===== src/rtl/sha1_mac_pkg.sv =====
package sha1_mac_pkg;
  localparam int WORD_W   = 32;
  localparam int NUM_MSG  = 16;
  localparam int NUM_RND  = 80;
  localparam int NUM_REG  = 5;
  localparam int OUT_BITS = WORD_W * NUM_REG;
  localparam int IDX_W    = $clog2(NUM_MSG);
  localparam int RND_W    = $clog2(NUM_RND);
  localparam int CNT_W    = $clog2(OUT_BITS);

  typedef logic [WORD_W-1:0] word_t;
  typedef enum logic [1:0] {PH_IDLE, PH_RUN, PH_FIN, PH_OUT} phase_t;

  localparam word_t IV_A = 32'h67452301;
  localparam word_t IV_B = 32'hEFCDAB89;
  localparam word_t IV_C = 32'h98BADCFE;
  localparam word_t IV_D = 32'h10325476;
  localparam word_t IV_E = 32'hC3D2E1F0;

  function automatic word_t rotl(input word_t x, input int n);
    return (x << n) | (x >> (WORD_W - n));
  endfunction

  function automatic word_t mix_fn(input logic [RND_W-1:0] t,
                                   input word_t b, input word_t c, input word_t d);
    if (t < 7'd20)      return (b & c) | (~b & d);
    else if (t < 7'd40) return b ^ c ^ d;
    else if (t < 7'd60) return (b & c) | (b & d) | (c & d);
    else                return b ^ c ^ d;
  endfunction

  function automatic word_t rnd_const(input logic [RND_W-1:0] t);
    if (t < 7'd20)      return 32'h5A827999;
    else if (t < 7'd40) return 32'h6ED9EBA1;
    else if (t < 7'd60) return 32'h8F1BBCDC;
    else                return 32'hCA62C1D6;
  endfunction
endpackage


===== src/rtl/sha1_msg_window.sv =====
module sha1_msg_window
  import sha1_mac_pkg::*;
(
  input  logic             clk,
  input  logic             rst_n,
  input  logic             wr_en,
  input  logic [IDX_W-1:0] wr_idx,
  input  word_t            wr_data,
  input  logic             slide_en,
  output word_t            w_now
);
  word_t slot [NUM_MSG];
  word_t w_next;

  // new word t+16 from words t+13, t+8, t+2 and t
  assign w_next = rotl(slot[NUM_MSG-3] ^ slot[NUM_MSG-8] ^ slot[2] ^ slot[0], 1);
  assign w_now  = slot[0];

  for (genvar i = 0; i < NUM_MSG; i++) begin : g_slot
    if (i < NUM_MSG - 1) begin : g_mid
      always_ff @(posedge clk or negedge rst_n) begin
        if (!rst_n)                                   slot[i] <= '0;
        else if (wr_en && wr_idx == IDX_W'(i))        slot[i] <= wr_data;
        else if (slide_en)                            slot[i] <= slot[i+1];
      end
    end else begin : g_last
      always_ff @(posedge clk or negedge rst_n) begin
        if (!rst_n)                                   slot[i] <= '0;
        else if (wr_en && wr_idx == IDX_W'(i))        slot[i] <= wr_data;
        else if (slide_en)                            slot[i] <= w_next;
      end
    end
  end


  load_vs_slide_chk: assert property (@(posedge clk) disable iff (!rst_n)
    !(wr_en && slide_en));
endmodule


===== src/rtl/sha1_work_regs.sv =====
module sha1_work_regs
  import sha1_mac_pkg::*;
(
  input  logic             clk,
  input  logic             rst_n,
  input  logic             seed_en,
  input  logic             round_en,
  input  logic [RND_W-1:0] round_t,
  input  word_t            w_in,
  input  logic             final_en,
  input  logic             shift_en,
  output logic             lsb_out
);
  word_t ra, rb, rc, rd, re;
  word_t round_sum;
  logic [OUT_BITS-1:0] chain, chain_sh;


  assign round_sum = rotl(ra, 5) + mix_fn(round_t, rb, rc, rd) + re + w_in + rnd_const(round_t);
  // A occupies the low end so its bit 0 leaves first
  assign chain    = {re, rd, rc, rb, ra};
  assign chain_sh = chain >> 1;
  assign lsb_out  = ra[0];

  always_ff @(posedge clk or negedge rst_n) begin
    if (!rst_n) begin
      ra <= '0; rb <= '0; rc <= '0; rd <= '0; re <= '0;
    end else if (seed_en) begin

      ra <= IV_A; rb <= IV_B; rc <= IV_C; rd <= IV_D; re <= IV_E;
    end else if (round_en) begin
      ra <= round_sum;
      rb <= ra;
      rc <= rotl(rb, 30);
      rd <= rc;
      re <= rd;
    end else if (final_en) begin
      ra <= ra + IV_A; rb <= rb + IV_B; rc <= rc + IV_C;
      rd <= rd + IV_D; re <= re + IV_E;
    end else if (shift_en) begin
      {re, rd, rc, rb, ra} <= chain_sh;
    end
  end


  one_action_chk: assert property (@(posedge clk) disable iff (!rst_n)
    $onehot0({seed_en, round_en, final_en, shift_en}));
endmodule


===== src/rtl/sha1_seq_ctrl.sv =====
module sha1_seq_ctrl
  import sha1_mac_pkg::*;
(
  input  logic             clk,
  input  logic             rst_n,
  input  logic             start,
  output logic             seed_en,
  output logic             round_en,
  output logic [RND_W-1:0] round_t,
  output logic             final_en,
  output logic             shift_en,
  output logic             busy,
  output logic             done
);
  phase_t           phase;
  logic [CNT_W-1:0] cnt;
  logic             last_round, last_bit;

  assign last_round = (cnt == CNT_W'(NUM_RND - 1));
  assign last_bit   = (cnt == CNT_W'(OUT_BITS - 1));
  assign seed_en    = (phase == PH_IDLE) && start;
  assign round_en   = (phase == PH_RUN);
  assign final_en   = (phase == PH_FIN);
  assign shift_en   = (phase == PH_OUT);
  assign round_t    = cnt[RND_W-1:0];
  assign busy       = (phase != PH_IDLE);

  always_ff @(posedge clk or negedge rst_n) begin
    if (!rst_n) begin
      phase <= PH_IDLE;
      cnt   <= '0;
      done  <= 1'b0;
    end else begin
      done <= 1'b0;
      unique case (phase)
        PH_IDLE: if (start) begin phase <= PH_RUN; cnt <= '0; end
        PH_RUN: begin
          if (last_round) begin phase <= PH_FIN; cnt <= '0; end
          else cnt <= cnt + 1'b1;
        end
        PH_FIN: begin phase <= PH_OUT; cnt <= '0; end
        PH_OUT: begin
          if (last_bit) begin phase <= PH_IDLE; cnt <= '0; done <= 1'b1; end
          else cnt <= cnt + 1'b1;
        end
        default: phase <= PH_IDLE;
      endcase
    end
  end


  round_advance_chk: assert property (@(posedge clk) disable iff (!rst_n)
    (round_en && !last_round) |=> (round_en && cnt == $past(cnt) + 1'b1));

  done_single_chk: assert property (@(posedge clk) disable iff (!rst_n)
    done |=> !done);

  done_after_bit_chk: assert property (@(posedge clk) disable iff (!rst_n)
    done |-> ($past(shift_en) && !busy));

  round_range_chk: assert property (@(posedge clk) disable iff (!rst_n)
    round_en |-> (cnt < CNT_W'(NUM_RND)));
endmodule


===== src/rtl/sha1_serial_mac.sv =====
module sha1_serial_mac
  import sha1_mac_pkg::*;
(
  input  logic        clk,
  input  logic        rst_n,
  input  logic        ld_en,
  input  logic [3:0]  ld_idx,
  input  logic [31:0] ld_word,
  input  logic        start,
  output logic        busy,
  output logic        bit_out,
  output logic        bit_valid,
  output logic        done
);
  logic             seed_en, round_en, final_en, shift_en, lsb, win_we;
  logic [RND_W-1:0] round_t;
  word_t            w_cur;

  // loads only while idle
  assign win_we    = ld_en && !busy;
  assign bit_valid = shift_en;
  assign bit_out   = shift_en & lsb;

  sha1_seq_ctrl i_ctrl (
    .clk(clk), .rst_n(rst_n), .start(start),
    .seed_en(seed_en), .round_en(round_en), .round_t(round_t),
    .final_en(final_en), .shift_en(shift_en), .busy(busy), .done(done)
  );

  sha1_msg_window i_win (
    .clk(clk), .rst_n(rst_n), .wr_en(win_we), .wr_idx(ld_idx),
    .wr_data(ld_word), .slide_en(round_en), .w_now(w_cur)
  );

  sha1_work_regs i_regs (
    .clk(clk), .rst_n(rst_n), .seed_en(seed_en), .round_en(round_en),
    .round_t(round_t), .w_in(w_cur), .final_en(final_en),
    .shift_en(shift_en), .lsb_out(lsb)
  );


  valid_in_busy_chk: assert property (@(posedge clk) disable iff (!rst_n)
    bit_valid |-> busy);

  quiet_bit_chk: assert property (@(posedge clk) disable iff (!rst_n)
    !bit_valid |-> !bit_out);
endmodule


===== config.mk =====
export PLATFORM = sky130hd
export DESIGN_NAME = sha1_serial_mac
export DESIGN_NICKNAME = d
export VERILOG_FILES = /design/src/rtl/sha1_mac_pkg.sv /design/src/rtl/sha1_msg_window.sv /design/src/rtl/sha1_work_regs.sv /design/src/rtl/sha1_seq_ctrl.sv /design/src/rtl/sha1_serial_mac.sv
export SDC_FILE = /design/constraint.sdc
export NUM_CORES = 2
export LEC_CHECK = 0
export BUFFER_PORTS_ARGS = -buffer_cell sky130_fd_sc_hd__buf_2
export CAP_MARGIN = 20
export CORE_MARGIN = 2
export CORE_UTILIZATION = 50
export DETAILED_ROUTE_END_ITERATION = 16
export PLACE_DENSITY = 0.65
export SYNTH_ARGS = -nofsm -noshare
export SYNTH_HDL_FRONTEND = slang
export SYNTH_SLANG_ARGS = --single-unit

===== constraint.sdc =====
create_clock -name clk -period 11.4 [get_ports clk]
set_clock_uncertainty 0.15 [all_clocks]
set_input_delay 2.28 -clock clk [delete_from_list [all_inputs] [get_ports clk]]
set_output_delay 2.28 -clock clk [all_outputs]
set_load 0.005 [all_outputs]

==> results.md <==
- # hold bufs at CTS: 0
- Combinational share of power: 1.8%
- RSZ-0062 raised after global routing: no
- Post-CTS Resized: 0
- Sw Share: a little under a quarter
- Die footprint: about 86000 um2
- Most common cell after layout, fill and taps aside: dfrtp_1
- Max-cap viol count: 0
- Post-CTS Setup Repair Bufs: 0
- Slowest cell delay on critical path: ~0.55 ns
- Final hold vios: 0
- Post-synth EDFFs: 0
- Worst Path Arrival: between 7 and 8 ns
- Syn avg cell area: between 9 and 10 um2
- Fin crit share: 61.8%
- Internal power: just under 4 mW
- Synth warnings: 0
- Crit end category: flop
- Status: finished, final reports clean
- Mapped Cells: 4645
- Area Overhead vs Synth: 7.78%
- Worst-Skew Late Latency: 0.63 ns
- Clk buf depth: 3
- Post-layout nets: ~4600
- CTS tree: done
- Peak supply drop: roughly 0.13 mV
- Synthesized area: about 42000 um2
- Worst-Margin Slew: around 1.2 ns
- Aggregate global-route resource usage: between 20% and 30%
- Final-report max-slew violation count: 0
- Overall power: around 5 mW
- Hold WS: ~0.33 ns
- Drt wl/cell: between 20 and 25 um
- CP required: around 12 ns
- Drt first-iter violations: about 3100
- Clock Power Share: approximately half
- Layout cell share with drive strength beyond 1: under 10%
- Largest net degree at the start of global routing: approximately 190
- Final Cell Area: roughly 45000 um2
- Post-synth top area share: ~40%
- HP Class: flop to flop
- Final ANT Viol Nets: 0
- 1st-pass router iterations: 6
- Core footprint: around 83000 um2
- H-tree depth: 3
- Final Critical Period: approximately 7.0 ns
- Number of global-route vias before repair: approximately 32000
- Sequential area share after synthesis: a little over 40%
- Die height: a little under 300 um
- Leakage power: about 22 nW
- Crit-path cells: and3_1 > or3_1 > buf_4 > nand2_1 > clkinv_1 > a221o_1 > ha_1 > inv_1 > fa_1 > fa_1 > inv_1 > ha_1 > inv_1 > fa_1 > nand2b_1 > a21o_1 > a31oi_1 > a31oi_1 > o21ai_1 > a221oi_1 > or4_1 > a31o_2
- Yosys top cell by area: dfrtp_1
- Top cells by area, synth: dfrtp_1 (41%), mux2i_1 (13%), o21ai_0 (5.7%), fa_1 (5.4%), a21oi_1 (5.4%)
- Row count: 106
- Die width: roughly 290 um
- Via Count: around 33000
- Setup TNS: 0 ns
- GRT Residual Overflow: 0
- Power Density: roughly 110 nW/um2
- CTS sink cnt: approximately 700
- Total wire length: about 120000 um
- Post-synth cell types: 86
- Slowest cell on crit path: or4_1
- Fmax: roughly 140 MHz
- DP Area: approximately 43000 um2
- Max_slew headroom: 22.8%
- Clock root buffer: clkbuf_16
- Critical-path maximum fanout: 21
- I/O Buffers: 43
- Ports: 44
- Startpoint class of the critical path: flop
- Initial core utilization: about half
- Final setup fails: 0
- Post-Place Setup Slack: roughly 4.4 ns
- Sequential power share: between 40 and 50%
- First-pass GRT wire length: 185000 um
- Post-DP HPWL: between 70000 and 80000 um
- Yosys reg bits: between 600 and 700
- Ys async rst share: 100%
- Vias per cell: a little under 6
- Main synth FF type: dfrtp_1
- Crit Path Category: flop to flop
- Worst Slack Setup Final: between 4 and 5 ns
- Clock transition time at the flip-flop clock pins of the worst setup and hold paths: approximately 0.060 ns
- CTS buffer count: 79
- DRC: 0
- RePlAce Congestion: a little under 0.9
- Initial antenna violation count: 4
- Most frequent cells in the layout: dfrtp_1 (683), mux2i_1 (539), nand2_1 (505)
- Net switching power: about 1.2 mW
- Ant. Diodes: 0
- Syn_nets: 4852
[metal layers]
metal	routed length, um	track usage (%)
met1	53500	40.5
met5	27	0
met3	7850	3.74
met2	52400	42.2
met4	2630	6.40
[area by class of cell]
type	count	area, um2
sequential	683	17100
multi-input combinational	3352	22700
tap	1080	1350
fill	7506	38100
clock inverter	28	369
inverter	201	757
clock buffer	113	2300
timing repair buffer	90	628
[power by group through the flow]
stage	Clock, mW	Sequential [mW]	Combinational [mW]
6_report	2.61	2.42	0.0899
5_1_grt	2.76	2.42	0.103
4_1_cts	2.66	2.42	0.0937
3_5_place_dp	0	2.47	0.0935
3_3_place_gp	0	2.47	0.0944
2_1_floorplan	0	2.47	0.0262
[synthesized netlist by cell type, types with 21 or more instances]
library cell / n
a211oi_1: 54
a21o_1: 29
a21oi_1: 451
a221o_1: 24
buf_1: 78
clkbuf_1: 319
dfrtp_1: 683
fa_1: 114
ha_1: 53
inv_1: 198
mux2i_1: 539
nand2_1: 507
nand2b_1: 21
nand3_1: 38
nor2_1: 448
nor3_1: 40
o21ai_0: 476
xnor2_1: 169
xor2_1: 43
[sequential cells by signal, indices dropped and copies added (netlist names)]
signal / flops
i_ctrl.cnt: 8
i_ctrl.done: 1
i_ctrl.phase: 2
i_regs.ra: 32
i_regs.rb: 32
i_regs.rc: 32
i_regs.rd: 32
i_regs.re: 32
i_win.slot: 480
i_win.w_now: 32
[cell families after synthesis]
| group | Yosys count | share of synthesized area [%] |
|---|---|---|
| and+or+nand+nor | 1165 | 11.6 |
| muxes | 543 | 13.0 |
| adders and majority gates | 167 | 7.02 |
| DFF | 683 | 40.8 |
| buffers and inverters | 610 | 5.53 |
| AOI/OAI and AO/OA | 1265 | 17.7 |
| xor gates and xnor gates | 212 | 4.43 |
[final timing paths]
path	from	to	slack [ns]	depth (start not counted)
max in group asynchronous	rst_n	i_win.slot[281]	7.16	3
worst max-delay path	i_ctrl.cnt[4]	i_regs.ra[31]	4.36	22
worst max register to register	i_ctrl.cnt[4]	i_regs.ra[31]	4.36	22
min in group asynchronous	rst_n	i_regs.rd[5]	1.57	1
worst min-delay path	i_regs.re[2]	i_regs.re[2]	0.33	2
worst min register to register	i_regs.re[2]	i_regs.re[2]	0.33	2
[per-stage QoR]
step / instances / utilization (%)
finish: 5547 / 54.3
global route: 5547 / 54.3
CTS: 5547 / 54.3
detailed placement: 5406 / 51.1
global placement: 5406 / 51.1
floorplan: 4645 / -
[critical path, delay by kind of cell, from the launching register on]
family,cells,cell delay [ns]
AOI/OAI and AO/OA,7,2.09
adders and majority gates,5,1.79
and+or+nand+nor,5,1.51
buffers and inverters,5,0.94
DFF,1,0.40
Note: power is estimated with default switching activity, not from simulation.
